`config.mk`:
```
export PLATFORM = sky130hd
export DESIGN_NAME = bus_sizer
export DESIGN_NICKNAME = d
export VERILOG_FILES = /design/src/rtl/bsz_pkg.sv /design/src/rtl/bsz_seq.sv /design/src/rtl/bsz_lane.sv /design/src/rtl/bsz_gather.sv /design/src/rtl/bus_sizer.sv
export SDC_FILE = /design/constraint.sdc
export NUM_CORES = 1
export LEC_CHECK = 0
export ABC_AREA = 1
export ABC_CLOCK_PERIOD_IN_PS = 2000
export BUFFER_PORTS_ARGS = -buffer_cell sky130_fd_sc_hd__buf_2
export CAP_MARGIN = 30
export CORE_UTILIZATION = 52
export CTS_CLUSTER_SIZE = 40
export DETAILED_ROUTE_END_ITERATION = 8
export PLACE_DENSITY = 0.8
export SYNTH_ARGS = -nofsm -noshare
export SYNTH_HDL_FRONTEND = slang
export SYNTH_SLANG_ARGS = --single-unit
```
`constraint.sdc`:
```
create_clock -name clk_i -period 2 [get_ports clk_i]
set_input_delay 0.4 -clock clk_i [delete_from_list [all_inputs] [get_ports clk_i]]
set_output_delay 0.4 -clock clk_i [all_outputs]
set_load 0.02 [all_outputs]
```
`src/rtl/bsz_pkg.sv`:
```
package bsz_pkg;
  typedef enum logic [1:0] {
    SZ_BYTE = 2'd0,
    SZ_HALF = 2'd1,
    SZ_WORD = 2'd2,
    SZ_RSVD = 2'd3
  } size_e;

  typedef enum logic [1:0] {
    ST_IDLE = 2'd0,
    ST_BUSY = 2'd1,
    ST_DONE = 2'd2
  } state_e;

  localparam int unsigned NLANE = 4;
  localparam int unsigned LW    = $clog2(NLANE);
endpackage

```
`src/rtl/bsz_seq.sv`:
```
module bsz_seq
  import bsz_pkg::*;
#(
  parameter int unsigned AW       = 8,
  parameter int unsigned BEAT_CYC = 2
) (
  input  logic          clk_i,
  input  logic          rst_ni,
  input  logic          req_i,
  input  logic          we_i,
  input  logic [1:0]    size_i,
  input  logic [AW-1:0] addr_i,
  output logic          accept_o,
  output logic          busy_o,
  output logic          done_o,
  output logic          ready_o,
  output logic          write_o,
  output logic          beat_end_o,
  output logic [LW-1:0] beat_o,
  output logic [AW-1:0] addr_o
);
  localparam int unsigned CW = (BEAT_CYC > 2) ? $clog2(BEAT_CYC) : 1;

  state_e        state_q;
  logic [CW-1:0] cyc_q;
  logic [LW-1:0] beat_q, last_q;
  logic [AW-1:0] base_q;
  logic          we_q;
  size_e         size;

  assign size       = size_e'(size_i);
  assign accept_o   = (state_q == ST_IDLE) && req_i;
  assign busy_o     = (state_q == ST_BUSY);
  assign done_o     = (state_q == ST_DONE);
  assign ready_o    = (state_q == ST_IDLE);
  assign write_o    = we_q;
  assign beat_end_o = busy_o && (cyc_q == CW'(BEAT_CYC - 1));
  assign beat_o     = beat_q;
  assign addr_o     = base_q + AW'(beat_q);

  always_ff @(posedge clk_i or negedge rst_ni) begin
    if (!rst_ni) begin
      state_q <= ST_IDLE;
      cyc_q   <= '0;
      beat_q  <= '0;
      last_q  <= '0;
      base_q  <= '0;
      we_q    <= 1'b0;
    end else begin
      unique case (state_q)
        ST_IDLE: if (req_i) begin
          state_q <= ST_BUSY;
          cyc_q   <= '0;
          beat_q  <= '0;
          we_q    <= we_i;
          unique case (size)
            SZ_BYTE: begin
              last_q <= LW'(0);
              base_q <= addr_i;
            end
            SZ_HALF: begin
              last_q <= LW'(1);
              base_q <= {addr_i[AW-1:1], 1'b0};
            end
            default: begin
              last_q <= LW'(NLANE - 1);
              base_q <= {addr_i[AW-1:2], 2'b00};
            end
          endcase
        end
        ST_BUSY: begin
          if (beat_end_o) begin
            cyc_q <= '0;
            if (beat_q == last_q) state_q <= ST_DONE;
            else                  beat_q  <= beat_q + LW'(1);
          end else begin
            cyc_q <= cyc_q + CW'(1);
          end
        end
        ST_DONE: state_q <= ST_IDLE;
        default: state_q <= ST_IDLE;
      endcase
    end
  end

  assert_beat_range_R1: assert property (@(posedge clk_i) disable iff (!rst_ni)
    busy_o |-> (beat_q <= last_q));
  assert_done_after_busy_R7: assert property (@(posedge clk_i) disable iff (!rst_ni)
    done_o |-> $past(busy_o));
endmodule

```
`src/rtl/bsz_lane.sv`:
```
module bsz_lane
  import bsz_pkg::*;
(
  input  logic          clk_i,
  input  logic          rst_ni,
  input  logic          load_i,
  input  logic [31:0]   wdata_i,
  input  logic [LW-1:0] beat_i,
  output logic [7:0]    byte_o
);
  logic [7:0] lane_q [NLANE];

  for (genvar g = 0; g < NLANE; g++) begin : g_lane
    always_ff @(posedge clk_i or negedge rst_ni) begin
      if (!rst_ni)     lane_q[g] <= '0;
      else if (load_i) lane_q[g] <= wdata_i[8*g +: 8];
    end
  end

  assign byte_o = lane_q[beat_i];
endmodule

```
`src/rtl/bsz_gather.sv`:
```
module bsz_gather
  import bsz_pkg::*;
(
  input  logic          clk_i,
  input  logic          rst_ni,
  input  logic          clear_i,
  input  logic          cap_i,
  input  logic [LW-1:0] beat_i,
  input  logic [7:0]    byte_i,
  output logic [31:0]   word_o
);
  for (genvar g = 0; g < NLANE; g++) begin : g_cap
    always_ff @(posedge clk_i or negedge rst_ni) begin
      if (!rst_ni)                           word_o[8*g +: 8] <= '0;
      else if (clear_i)                      word_o[8*g +: 8] <= '0;
      else if (cap_i && beat_i == LW'(g))    word_o[8*g +: 8] <= byte_i;
    end
  end
endmodule

```
`src/rtl/bus_sizer.sv`:
```
module bus_sizer
  import bsz_pkg::*;
#(
  parameter int unsigned AW       = 8,
  parameter int unsigned BEAT_CYC = 2
) (
  input  logic          clk_i,
  input  logic          rst_ni,
  input  logic          req_i,
  input  logic          we_i,
  input  logic [1:0]    size_i,
  input  logic [AW-1:0] addr_i,
  input  logic [31:0]   wdata_i,
  output logic          ready_o,
  output logic          done_o,
  output logic [31:0]   rdata_o,
  output logic [AW-1:0] paddr_o,
  output logic          prd_o,
  output logic          pwr_o,
  output logic [7:0]    pwdata_o,
  input  logic [7:0]    prdata_i
);
  logic          accept, busy, write, beat_end;
  logic [LW-1:0] beat;

  bsz_seq #(.AW(AW), .BEAT_CYC(BEAT_CYC)) u_seq (
    .clk_i, .rst_ni, .req_i, .we_i, .size_i, .addr_i,
    .accept_o(accept), .busy_o(busy), .done_o(done_o), .ready_o(ready_o),
    .write_o(write), .beat_end_o(beat_end), .beat_o(beat), .addr_o(paddr_o)
  );

  bsz_lane u_lane (
    .clk_i, .rst_ni, .load_i(accept), .wdata_i, .beat_i(beat), .byte_o(pwdata_o)
  );

  bsz_gather u_gather (
    .clk_i, .rst_ni, .clear_i(accept), .cap_i(beat_end && !write),
    .beat_i(beat), .byte_i(prdata_i), .word_o(rdata_o)
  );

  // read strobe spans all beats; write strobe drops in the last clock of each beat
  assign prd_o = busy && !write;
  assign pwr_o = busy && write && !beat_end;

  assert_rd_fall_done_R4: assert property (@(posedge clk_i) disable iff (!rst_ni)
    $fell(prd_o) |-> done_o);
  assert_strobe_excl_R5: assert property (@(posedge clk_i) disable iff (!rst_ni)
    !(prd_o && pwr_o));
  assert_wr_stable_R5: assert property (@(posedge clk_i) disable iff (!rst_ni)
    pwr_o |=> (!pwr_o || ($stable(paddr_o) && $stable(pwdata_o))));
  assert_addr_step_R1: assert property (@(posedge clk_i) disable iff (!rst_ni)
    ($rose(pwr_o) && !$past(ready_o)) |-> (paddr_o == $past(paddr_o) + AW'(1)));
  assert_done_pulse_R7: assert property (@(posedge clk_i) disable iff (!rst_ni)
    done_o |=> (!done_o && ready_o));
  assert_busy_not_ready_R8: assert property (@(posedge clk_i) disable iff (!rst_ni)
    (prd_o || pwr_o) |-> !ready_o);
endmodule

```
==> flow_summary.json, run 1 <==
{
  "total_leakage_power_nw": 2.45,
  "number_of_antenna_violations_at_the_first_check_in_global_routing": 0,
  "numPortBuffers": 105,
  "cts_buffer_depth": 2,
  "first_iter_violations": 177,
  "setup.worst_path.end_class": "output pin",
  "maxCapViolations": 0,
  "finalWeightedCongestion": 0.845,
  "timing.rr.end": "u_gather.word_o[1]$_DFFE_PN0P_",
  "netlist.top_cell.by_area": "sky130_fd_sc_hd__dfrtp_1",
  "design.final.nets": 578,
  "crit_required_ns": 1.60,
  "multi_input_comb_area_um2": 1500,
  "synth_sequential_area_ratio_pct": 54.8,
  "synth.ff_latch_count": 80,
  "synth.cells.most_frequent": "138 x sky130_fd_sc_hd__nand2_1, 80 x sky130_fd_sc_hd__dfrtp_1, 39 x sky130_fd_sc_hd__nand3_1, 32 x sky130_fd_sc_hd__o21ai_1, 24 x sky130_fd_sc_hd__nor2_1",
  "outcome": "finished, violations left",
  "cp-start-kind": "flop",
  "cts_tree": "done",
  "ir_drop_uv": 926,
  "timing.hold.worst_endpoint": "u_lane.lane_q[19]$_DFFE_PN0P_",
  "clk-insertion-delay-late_ns": 0.35,
  "ff_latch_area_um2": 2000,
  "regToRegSetupSlack_ns": 0.35,
  "wl_per_cell_um": 12.9,
  "hold_ws_ns": 0.242,
  "cts.clk_slew.worst_paths_ns": 0.09,
  "detailedRoute.firstPassIterationCount": 6,
  "min_path_cells": 3,
  "grtUsageTotal_pct": 23.5,
  "synth.top_cells.by_area": "sky130_fd_sc_hd__dfrtp_1 55%, sky130_fd_sc_hd__nand2_1 14%, sky130_fd_sc_hd__nand3_1 5.3%",
  "synth_nets": 471,
  "pin_count": 106,
  "post-route-worst-setup-slack_ns": -0.135,
  "floorplan.initialDensity_pct": 53.8,
  "synth_ff_type": "sky130_fd_sc_hd__dfrtp_1",
  "timing.critical_path.arrival_ns": 1.73,
  "route.detailed.drc": 0,
  "achievable-frequency_ghz": 0.468,
  "grt.overflow.total": 0,
  "failed_checks": "negative setup slack",
  "cts_inserted_buffers": 9,
  "timing_worst_slew_pin_value_ns": 0.397,
  "postSynthCellCount": 410,
  "synth_enable_flop_cells": 0,
  "final_hold_vios": 0,
  "route.layer.met1.wl_um": 3600,
  "r2r-start": "u_seq.beat_o[1]$_DFFE_PN0P_",
  "timing.clock.skew_ns": 0.0108,
  "floorplan.die.width_um": 85.8,
  "placeableCoreArea_um2": 6790,
  "setup_violations": 12,
  "totalPowerFinal_mw": 7.55,
  "synth_area_um2": 3650,
  "place_hpwl_um": 5330,
  "min_delay_src": "wdata_i[11]",
  "timing.final.crit_period_ns": 2.13,
  "synth_area_per_cell_um2": 8.91,
  "layout.filler_cells": 585,
  "timing_max_transition_violations_final": 0,
  "std_cell_rows": 30,
  "routed.top_layer": "met4",
  "area_growth_syn_to_layout_pct": 25.0,
  "synth.top_cell.area_share_pct": 54.8,
  "clockRootBuffer": "sky130_fd_sc_hd__clkbuf_8",
  "power_per_cell_area_nw_per_um2": 1650,
  "grt_setup_unrepaired": "yes",
  "vias_in_the_first_global_route": 2873,
  "die_y_um": 85.8,
  "grt_first_pass_wirelength_um": 13400,
  "yosys.cell_types.count": 25,
  "yosys.cell_count.top_type": "sky130_fd_sc_hd__nand2_1",
  "finalCoreUtilization_pct": 67.2,
  "drtAntennaViolNets": 0,
  "drt-total-wl_um": 7980,
  "largest_net_degree_at_the_start_of_global_routing": 81,
  "critPathKind": "reg -> out",
  "routed-via-count": 3079,
  "worst-r2r-cell-count": 7,
  "wl_met3_um": 428,
  "critical_path_peak_fanout": 3,
  "diodes_inserted": 0,
  "ys.warnings.count": 0,
  "h-tree-depth": 3,
  "met2WireLength_um": 3860,
  "final.period_utilization_pct": 107,
  "min_path_type": "in -> reg",
  "die_ar_um2": 7360,
  "clock_net_sink_count": 80,
  "async_reset_ff_share_pct": 100,
  "worst_slew_margin_rel_pct": 73.5,
  "post_route_cells_drive_above_1_share_pct": 30.3,
  "average_via_count_per_standard_cell": 4.98
}
cell usage in the layout, fill, tap and decap left out, types with 5 or more instances in the layout:
master                     netlist  layout
sky130_fd_sc_hd__nand2_1       138     137
sky130_fd_sc_hd__buf_2          17      97
sky130_fd_sc_hd__dfrtp_1        80      79
sky130_fd_sc_hd__nand3_1        39      37
sky130_fd_sc_hd__o21ai_1        32      33
sky130_fd_sc_hd__nor2_1         24      24
sky130_fd_sc_hd__o21ai_0        21      20
sky130_fd_sc_hd__buf_4           0      14
sky130_fd_sc_hd__inv_1           9       9
sky130_fd_sc_hd__nand2_2         8       9
sky130_fd_sc_hd__clkbuf_8        0       9
sky130_fd_sc_hd__o22ai_1         8       8
sky130_fd_sc_hd__ha_1            6       5
layout make-up:
class | instances | area share (%)
clock buffer | 9 | 2.71
clock inverter | 7 | 1.81
multi-input combinational | 295 | 32.9
sequential | 80 | 43.9
inverter | 14 | 1.26
tap | 96 | 2.63
timing repair buffer | 117 | 14.8
logic make-up after synthesis:
kind of cell	count (synthesis)	share of synthesized area [%]
xor gates and xnor gates	5	1.20
adders and majority gates	7	2.60
and+or+nand+nor	219	27.6
buffers and inverters	35	4.66
AOI/OAI and AO/OA	64	9.11
DFF	80	54.8
metrics by stage:
step	setup TNS [ns]	setup WS, ns	cell area (um2)	std cells
finish	-0.608	-0.135	4570	618
global route	-1.86	-0.198	4570	618
CTS	-0.604	-0.122	4530	615
detailed placement	0	0.177	4270	598
global placement	0	0.195	4270	598
floorplan	0	0.212	3650	410
routing by layer:
layer,vias to the layer above,global-route usage (%)
met4,0,9.55
met5,-,0
li1,1555,-
met3,8,4.04
met1,1404,31.8
met2,112,38.0
repair_timing:
item,4_1_cts,5_1_grt
setup buffers,0,3
pin swaps,3,0
endpoints found under the hold margin,4,0
endpoints found under the setup margin,15,16
gates resized for setup,16,5
hold buffers,1,0
gates cloned,0,0
flip-flops by register name (all words and copies together) (netlist names):
name	flops
u_gather.word_o	32
u_lane.lane_q	32
u_seq.base_q	8
u_seq.beat_o	2
u_seq.cyc_q	1
u_seq.last_q	2
u_seq.state_q	2
u_seq.write_o	1
worst max-delay path, cell delays in order, from the launching register on:
cell,delay [ns]
sky130_fd_sc_hd__dfrtp_1,0.39
sky130_fd_sc_hd__ha_2,0.21
sky130_fd_sc_hd__fa_2,0.40
sky130_fd_sc_hd__nand3_2,0.10
sky130_fd_sc_hd__xnor2_1,0.13
sky130_fd_sc_hd__buf_4,0.17
how the worst max path moves through the flow:
stage	startpoint	to	slack (ns)	cells past startpoint
floorplan	u_seq.beat_o[0]$_DFFE_PN0P_	paddr_o[2]	0.21	3
global placement	u_seq.beat_o[0]$_DFFE_PN0P_	paddr_o[6]	0.20	5
detailed placement	u_seq.beat_o[0]$_DFFE_PN0P_	paddr_o[6]	0.18	5
CTS	u_seq.base_q[0]$_DFFE_PN0P_	paddr_o[4]	-0.12	5
global route	u_seq.beat_o[0]$_DFFE_PN0P_	paddr_o[6]	-0.20	5
finish	u_seq.base_q[0]$_DFFE_PN0P_	paddr_o[6]	-0.13	5
where the power goes:
part           leakage [nW]  internal (mW)  switching [mW]  total [mW]
Combinational          1.33           1.30            2.27        3.57
Clock                0.0988          0.598           0.635        1.23
Sequential             1.02           2.32           0.423        2.75
Note: power is estimated with default switching activity, not from simulation.
==> run 2, diff against run 1 <==
--- a/config.mk
+++ b/config.mk
@@ -9,10 +9,12 @@
 export ABC_CLOCK_PERIOD_IN_PS = 2000
 export BUFFER_PORTS_ARGS = -buffer_cell sky130_fd_sc_hd__buf_2
 export CAP_MARGIN = 30
+export CORE_MARGIN = 2
 export CORE_UTILIZATION = 52
 export CTS_CLUSTER_SIZE = 40
 export DETAILED_ROUTE_END_ITERATION = 8
-export PLACE_DENSITY = 0.8
+export PLACE_DENSITY_LB_ADDON = 0.25
+export SETUP_SLACK_MARGIN = 0.4
 export SYNTH_ARGS = -nofsm -noshare
 export SYNTH_HDL_FRONTEND = slang
 export SYNTH_SLANG_ARGS = --single-unit
==> flow_summary.json, run 2 (synthesis results as in run 1) <==
{
  "drtAntennaViolNets": 0,
  "critPathKind": "reg -> out",
  "h-tree-depth": 3,
  "grt.overflow.total": 0,
  "average_via_count_per_standard_cell": 5.23,
  "met2WireLength_um": 4520,
  "maxCapViolations": 0,
  "timing_worst_slew_pin_value_ns": 0.334,
  "grt_setup_unrepaired": "yes",
  "worst_slew_margin_rel_pct": 77.7,
  "placed_area_um2": 4400,
  "mostFrequentLayoutCells": "136 x sky130_fd_sc_hd__nand2_1, 92 x sky130_fd_sc_hd__buf_2, 76 x sky130_fd_sc_hd__dfrtp_1, 33 x sky130_fd_sc_hd__o21ai_1, 33 x sky130_fd_sc_hd__nand3_1",
  "worstSetupStartpoint": "u_seq.beat_o[0]$_DFFE_PN0P_",
  "setup_violations": 11,
  "stdcell_area_um2": 4920,
  "worst-r2r-cell-count": 6,
  "placeableCoreArea_um2": 6790,
  "clk-insertion-delay-late_ns": 0.35,
  "timing.final.crit_period_ns": 2.12,
  "cts_buffer_depth": 2,
  "finalWeightedCongestion": 0.824,
  "finalCoreUtilization_pct": 72.4,
  "grt_first_pass_wirelength_um": 14700,
  "timing_max_transition_violations_final": 0,
  "place_hpwl_um": 6080,
  "regToRegSetupSlack_ns": 0.35,
  "clock_net_sink_count": 80,
  "number_of_antenna_violations_at_the_first_check_in_global_routing": 0,
  "vias_in_the_first_global_route": 3055,
  "floorplan.initialDensity_pct": 53.8,
  "largest_net_degree_at_the_start_of_global_routing": 46,
  "area_growth_syn_to_layout_pct": 34.7,
  "final.period_utilization_pct": 106,
  "r2r-start": "u_seq.beat_o[1]$_DFFE_PN0P_",
  "route.detailed.drc": 0,
  "detailedRoute.firstPassIterationCount": 5,
  "hold_ws_ns": 0.244,
  "wl_met3_um": 555,
  "drt-total-wl_um": 9180,
  "cp-start-kind": "flop",
  "final_hold_vios": 0,
  "total_leakage_power_nw": 2.56,
  "layout_commonest_cell": "sky130_fd_sc_hd__nand2_1",
  "timing.critical_path.to": "paddr_o[6]",
  "std_cell_rows": 30,
  "cts.clk_slew.worst_paths_ns": 0.09,
  "timing.rr.end": "u_gather.word_o[14]$_DFFE_PN0P_",
  "post-route-worst-setup-slack_ns": -0.116,
  "outcome": "finished, violations left",
  "routed.top_layer": "met4",
  "route.layer.met1.wl_um": 4030,
  "setup.worst_path.end_class": "output pin",
  "ir_drop_uv": 913,
  "first_iter_violations": 171,
  "cts_tree": "done",
  "diodes_inserted": 0,
  "design.final.nets": 592,
  "grtUsageTotal_pct": 24.4,
  "numPortBuffers": 105,
  "die_ar_um2": 7710,
  "post_route_cells_drive_above_1_share_pct": 37.9,
  "clockRootBuffer": "sky130_fd_sc_hd__clkbuf_8",
  "floorplan.die.width_um": 87.8,
  "power_per_cell_area_nw_per_um2": 1660,
  "achievable-frequency_ghz": 0.473,
  "timing.critical_path.arrival_ns": 1.72,
  "wl_per_cell_um": 14.5,
  "min_path_type": "in -> reg",
  "crit_required_ns": 1.60,
  "critical_path_peak_fanout": 3,
  "cts_inserted_buffers": 9,
  "biggestRegsByFlops": "u_gather.word_o: 32 flops, u_lane.lane_q: 32 flops, u_seq.base_q: 8 flops",
  "failed_checks": "negative setup slack",
  "die_y_um": 87.8,
  "pin_count": 106,
  "routed-via-count": 3305,
  "timing.clock.skew_ns": 0.0115
}
## run 2: changes by cell type in the layout (fill, tap and decap cells not counted), moves of 4 or more
cell | previous run | this run
sky130_fd_sc_hd__buf_6 | 2 | 14
sky130_fd_sc_hd__buf_4 | 14 | 19
sky130_fd_sc_hd__o22ai_2 | 0 | 8
sky130_fd_sc_hd__nand3_1 | 37 | 33
sky130_fd_sc_hd__o22ai_1 | 8 | 0
sky130_fd_sc_hd__nor2_1 | 24 | 20
sky130_fd_sc_hd__buf_2 | 97 | 92
sky130_fd_sc_hd__nor2_4 | 0 | 4
## run 2: through the flow
stage	TNS (ns)	setup WS, ns	instances	total power, mW
floorplan	0	0.354	410	5.35
global placement	0	0.252	598	6.29
detailed placement	0	0.177	598	6.39
CTS	-0.841	-0.120	627	7.88
global route	-1.80	-0.166	632	8.76
finish	-0.565	-0.116	632	8.19
## run 2: layout make-up
cell class | instances | area (um2)
repair buffers | 129 | 831
flip-flops and latches | 80 | 2010
clock buffers | 9 | 124
multi-input cells | 297 | 1720
clock inverters | 7 | 53.8
fillers | 531 | 1870
inverters | 14 | 67.6
well taps | 96 | 120
## run 2: how the worst min path moves through the flow
stage	cells after the start	slack, ns	end	start
after global placement	1	0.27	u_seq.base_q[7]$_DFFE_PN0P_	rst_ni
after floorplan	0	0.10	u_gather.word_o[0]$_DFFE_PN0P_	rst_ni
after CTS	3	0.24	u_lane.lane_q[23]$_DFFE_PN0P_	wdata_i[15]
after global routing	3	0.25	u_lane.lane_q[15]$_DFFE_PN0P_	wdata_i[23]
final	3	0.24	u_lane.lane_q[23]$_DFFE_PN0P_	wdata_i[15]
after detailed placement	1	0.28	u_seq.base_q[7]$_DFFE_PN0P_	rst_ni
## run 2: repair_timing
action	4_1_cts	5_1_grt
cloned	0	2
pin swaps	8	15
endpoints found under the setup margin	47	45
hold buffers	1	0
endpoints found under the hold margin	14	0
resized for setup	35	24
setup buffers	12	3
## run 2: metal layers
layer	track usage, %	vias to the layer above
li1	-	1591
met1	33.8	1577
met2	40.6	129
met3	3.49	8
met4	6.29	0
met5	0	-
## run 2: worst max-delay path, cell delays in order, from the launching register on
cell and delay, ns:
sky130_fd_sc_hd__dfrtp_1 0.39, sky130_fd_sc_hd__ha_2 0.20, sky130_fd_sc_hd__fa_2 0.39, sky130_fd_sc_hd__nand3_2 0.12, sky130_fd_sc_hd__xnor2_2 0.12, sky130_fd_sc_hd__buf_4 0.15
## run 2: report_power, final
| group | leakage, nW | switching, mW | internal, mW | total (mW) |
|---|---|---|---|---|
| logic | 1.45 | 2.56 | 1.70 | 4.26 |
| clock network | 0.0822 | 0.636 | 0.459 | 1.10 |
| registers | 1.02 | 0.501 | 2.33 | 2.83 |
| total | 2.56 | 3.70 | 4.49 | 8.19 |
==> run 3, diff against run 2 <==
--- a/config.mk
+++ b/config.mk
@@ -9,8 +9,10 @@
 export ABC_CLOCK_PERIOD_IN_PS = 2000
 export BUFFER_PORTS_ARGS = -buffer_cell sky130_fd_sc_hd__buf_2
 export CAP_MARGIN = 30
+export CORE_ASPECT_RATIO = 1.1
 export CORE_MARGIN = 2
 export CORE_UTILIZATION = 52
+export CTS_BUF_LIST = sky130_fd_sc_hd__clkbuf_16
 export CTS_CLUSTER_SIZE = 40
 export DETAILED_ROUTE_END_ITERATION = 8
 export PLACE_DENSITY_LB_ADDON = 0.25
==> flow_summary.json, run 3 (synthesis results as in run 1) <==
{
  "postCtsHoldBufs": 0,
  "post_route_cells_drive_above_1_share_pct": 45.8,
  "biggestRegsByFlops": "u_gather.word_o: 32 flops, u_lane.lane_q: 32 flops, u_seq.base_q: 8 flops",
  "numPortBuffers": 105,
  "layout_commonest_cell": "sky130_fd_sc_hd__nand2_1",
  "power_frac_clock_pct": 15.3,
  "clock_net_sink_count": 80,
  "average_via_count_per_standard_cell": 5.56,
  "critPathKind": "reg -> out",
  "detailedRoute.firstPassIterationCount": 5,
  "power_per_cell_area_nw_per_um2": 1760,
  "crit_required_ns": 1.60,
  "ff_latch_area_um2": 2000,
  "hold_ws_ns": -0.00804,
  "grtUsageTotal_pct": 24.7,
  "cts_buffer_depth": 2,
  "internal_power_mw": 5.32,
  "timing_max_transition_violations_final": 0,
  "cts_inserted_buffers": 9,
  "routed-via-count": 3506,
  "mostFrequentLayoutCells": "136 x sky130_fd_sc_hd__nand2_1, 87 x sky130_fd_sc_hd__buf_2, 78 x sky130_fd_sc_hd__dfrtp_1, 33 x sky130_fd_sc_hd__o21ai_1, 24 x sky130_fd_sc_hd__buf_4",
  "achievable-frequency_ghz": 0.477,
  "vias_in_the_first_global_route": 3174,
  "outcome": "finished, violations left",
  "placeableCoreArea_um2": 6930,
  "cts.clk_slew.worst_paths_ns": 0.06,
  "grt.overflow.total": 0,
  "number_of_antenna_violations_at_the_first_check_in_global_routing": 0,
  "fin_cells": 631,
  "timing_worst_slew_pin_value_ns": 0.417,
  "ir_drop_uv": 1170,
  "pin_count": 106,
  "critPathMaxStageDelay_ns": 0.39,
  "sw_ratio_pct": 44.2,
  "std_cell_rows": 32,
  "total_leakage_power_nw": 2.72,
  "place_hpwl_um": 6070,
  "combinationalPowerShare_pct": 53.9,
  "dp_cells": 586,
  "layout.filler_cells": 436,
  "wl_per_cell_um": 16.7,
  "route.detailed.drc": 0,
  "crit_path_cell_trace": "ha_2, fa_2, nand3_2, xnor2_2, buf_4",
  "failed_checks": "negative hold slack, negative setup slack",
  "diodes_inserted": 0,
  "floorplan.die.width_um": 83.9,
  "min_path_type": "in -> async",
  "crit_path_top_delay_cell": "sky130_fd_sc_hd__fa_2",
  "critical_path_peak_fanout": 3,
  "cp-start-kind": "flop",
  "area_growth_syn_to_layout_pct": 48.4,
  "setup.worst_path.end_class": "output pin",
  "maxCapViolations": 0,
  "drt-total-wl_um": 10600,
  "grt_first_pass_wirelength_um": 15000,
  "die_y_um": 91.9,
  "power_switching_mw": 4.22,
  "h-tree-depth": 3,
  "largest_net_degree_at_the_start_of_global_routing": 51,
  "design.final.nets": 602,
  "floorplan.initialDensity_pct": 52.7,
  "grt_setup_unrepaired": "yes",
  "worst_slew_margin_rel_pct": 72.2,
  "finalCoreUtilization_pct": 78.2,
  "post-route-worst-setup-slack_ns": -0.0965,
  "power_frac_seq_pct": 30.8,
  "timing.clock.skew_ns": 0.00948,
  "first_iter_violations": 174,
  "timing.final.crit_period_ns": 2.10,
  "clk-insertion-delay-late_ns": 0.33,
  "cts_tree": "done",
  "final_hold_vios": 5,
  "setup_violations": 6,
  "multi_input_comb_area_um2": 1980,
  "drtAntennaViolNets": 0,
  "final.period_utilization_pct": 105,
  "timing.critical_path.arrival_ns": 1.70,
  "clockRootBuffer": "sky130_fd_sc_hd__clkbuf_16",
  "die_ar_um2": 7710,
  "finalWeightedCongestion": 0.814
}
-- run 3: per-layer routing --
layer	GRT usage, %	routed length, um
met1	31.6	4180
met2	41.4	5480
met3	3.96	570
met4	11.2	323
met5	0	0
-- run 3: what timing repair did --
item / CTS / global route
buffers inserted: 12 / 8
pin swaps: 8 / 11
hold endpoints to repair: 0 / 0
endpoints found under the setup margin: 49 / 51
resized for setup: 79 / 50
cloned: 2 / 7
-- run 3: final timing paths --
kind                                          startpoint                               to  slack (ns)  depth (start not counted)
min                                               rst_ni  u_gather.word_o[17]$_DFFE_PN0P_      -0.008                          1
max                          u_seq.beat_o[0]$_DFFE_PN0P_                       paddr_o[4]        -0.1                          5
min reg2reg                u_lane.lane_q[28]$_DFFE_PN0P_    u_lane.lane_q[28]$_DFFE_PN0P_        0.48                          2
max reg2reg                  u_seq.beat_o[0]$_DFFE_PN0P_  u_gather.word_o[22]$_DFFE_PN0P_        0.27                          9
min in group clk_i                           wdata_i[30]     u_lane.lane_q[6]$_DFFE_PN0P_        0.26                          3
max in group asynchronous                         rst_ni    u_lane.lane_q[29]$_DFFE_PN0P_        1.40                          2
-- run 3: cell type report --
type                       count  share of cell area (%)
timing repair inverter         2                   0.508
clock inverter                 7                   0.762
inverter                      14                    1.66
multi-input combinational    300                    36.5
sequential                    80                    37.0
timing repair buffer         134                    17.5
clock buffer                   9                    4.16
tap                           85                    1.96
-- run 3: critical path, delay by kind of cell, from the launching register on --
family / cells / cell delay (ns)
buf+inv: 1 / 0.16
flops: 1 / 0.38
xor+xnor: 1 / 0.12
simple gates: 1 / 0.11
fa+ha+maj: 2 / 0.59
-- run 3: power groups by stage --
stage / registers, mW / logic (mW) / clock network, mW
final: 2.94 / 5.14 / 1.46
after global routing: 3.01 / 5.52 / 1.55
after CTS: 2.86 / 4.33 / 1.47
after detailed placement: 2.84 / 3.57 / 0
after global placement: 2.81 / 3.47 / 0
after floorplan: 3.06 / 2.29 / 0
-- run 3: stage by stage --
stage	setup TNS, ns	instance area, um2	power (mW)	setup slack, ns
2_1_floorplan	0	3780	5.35	0.354
3_3_place_gp	0	4380	6.28	0.243
3_5_place_dp	0	4380	6.41	0.162
4_1_cts	-0.213	4980	8.66	-0.103
5_1_grt	-0.689	5420	10.1	-0.144
6_report	-0.232	5420	9.54	-0.0965
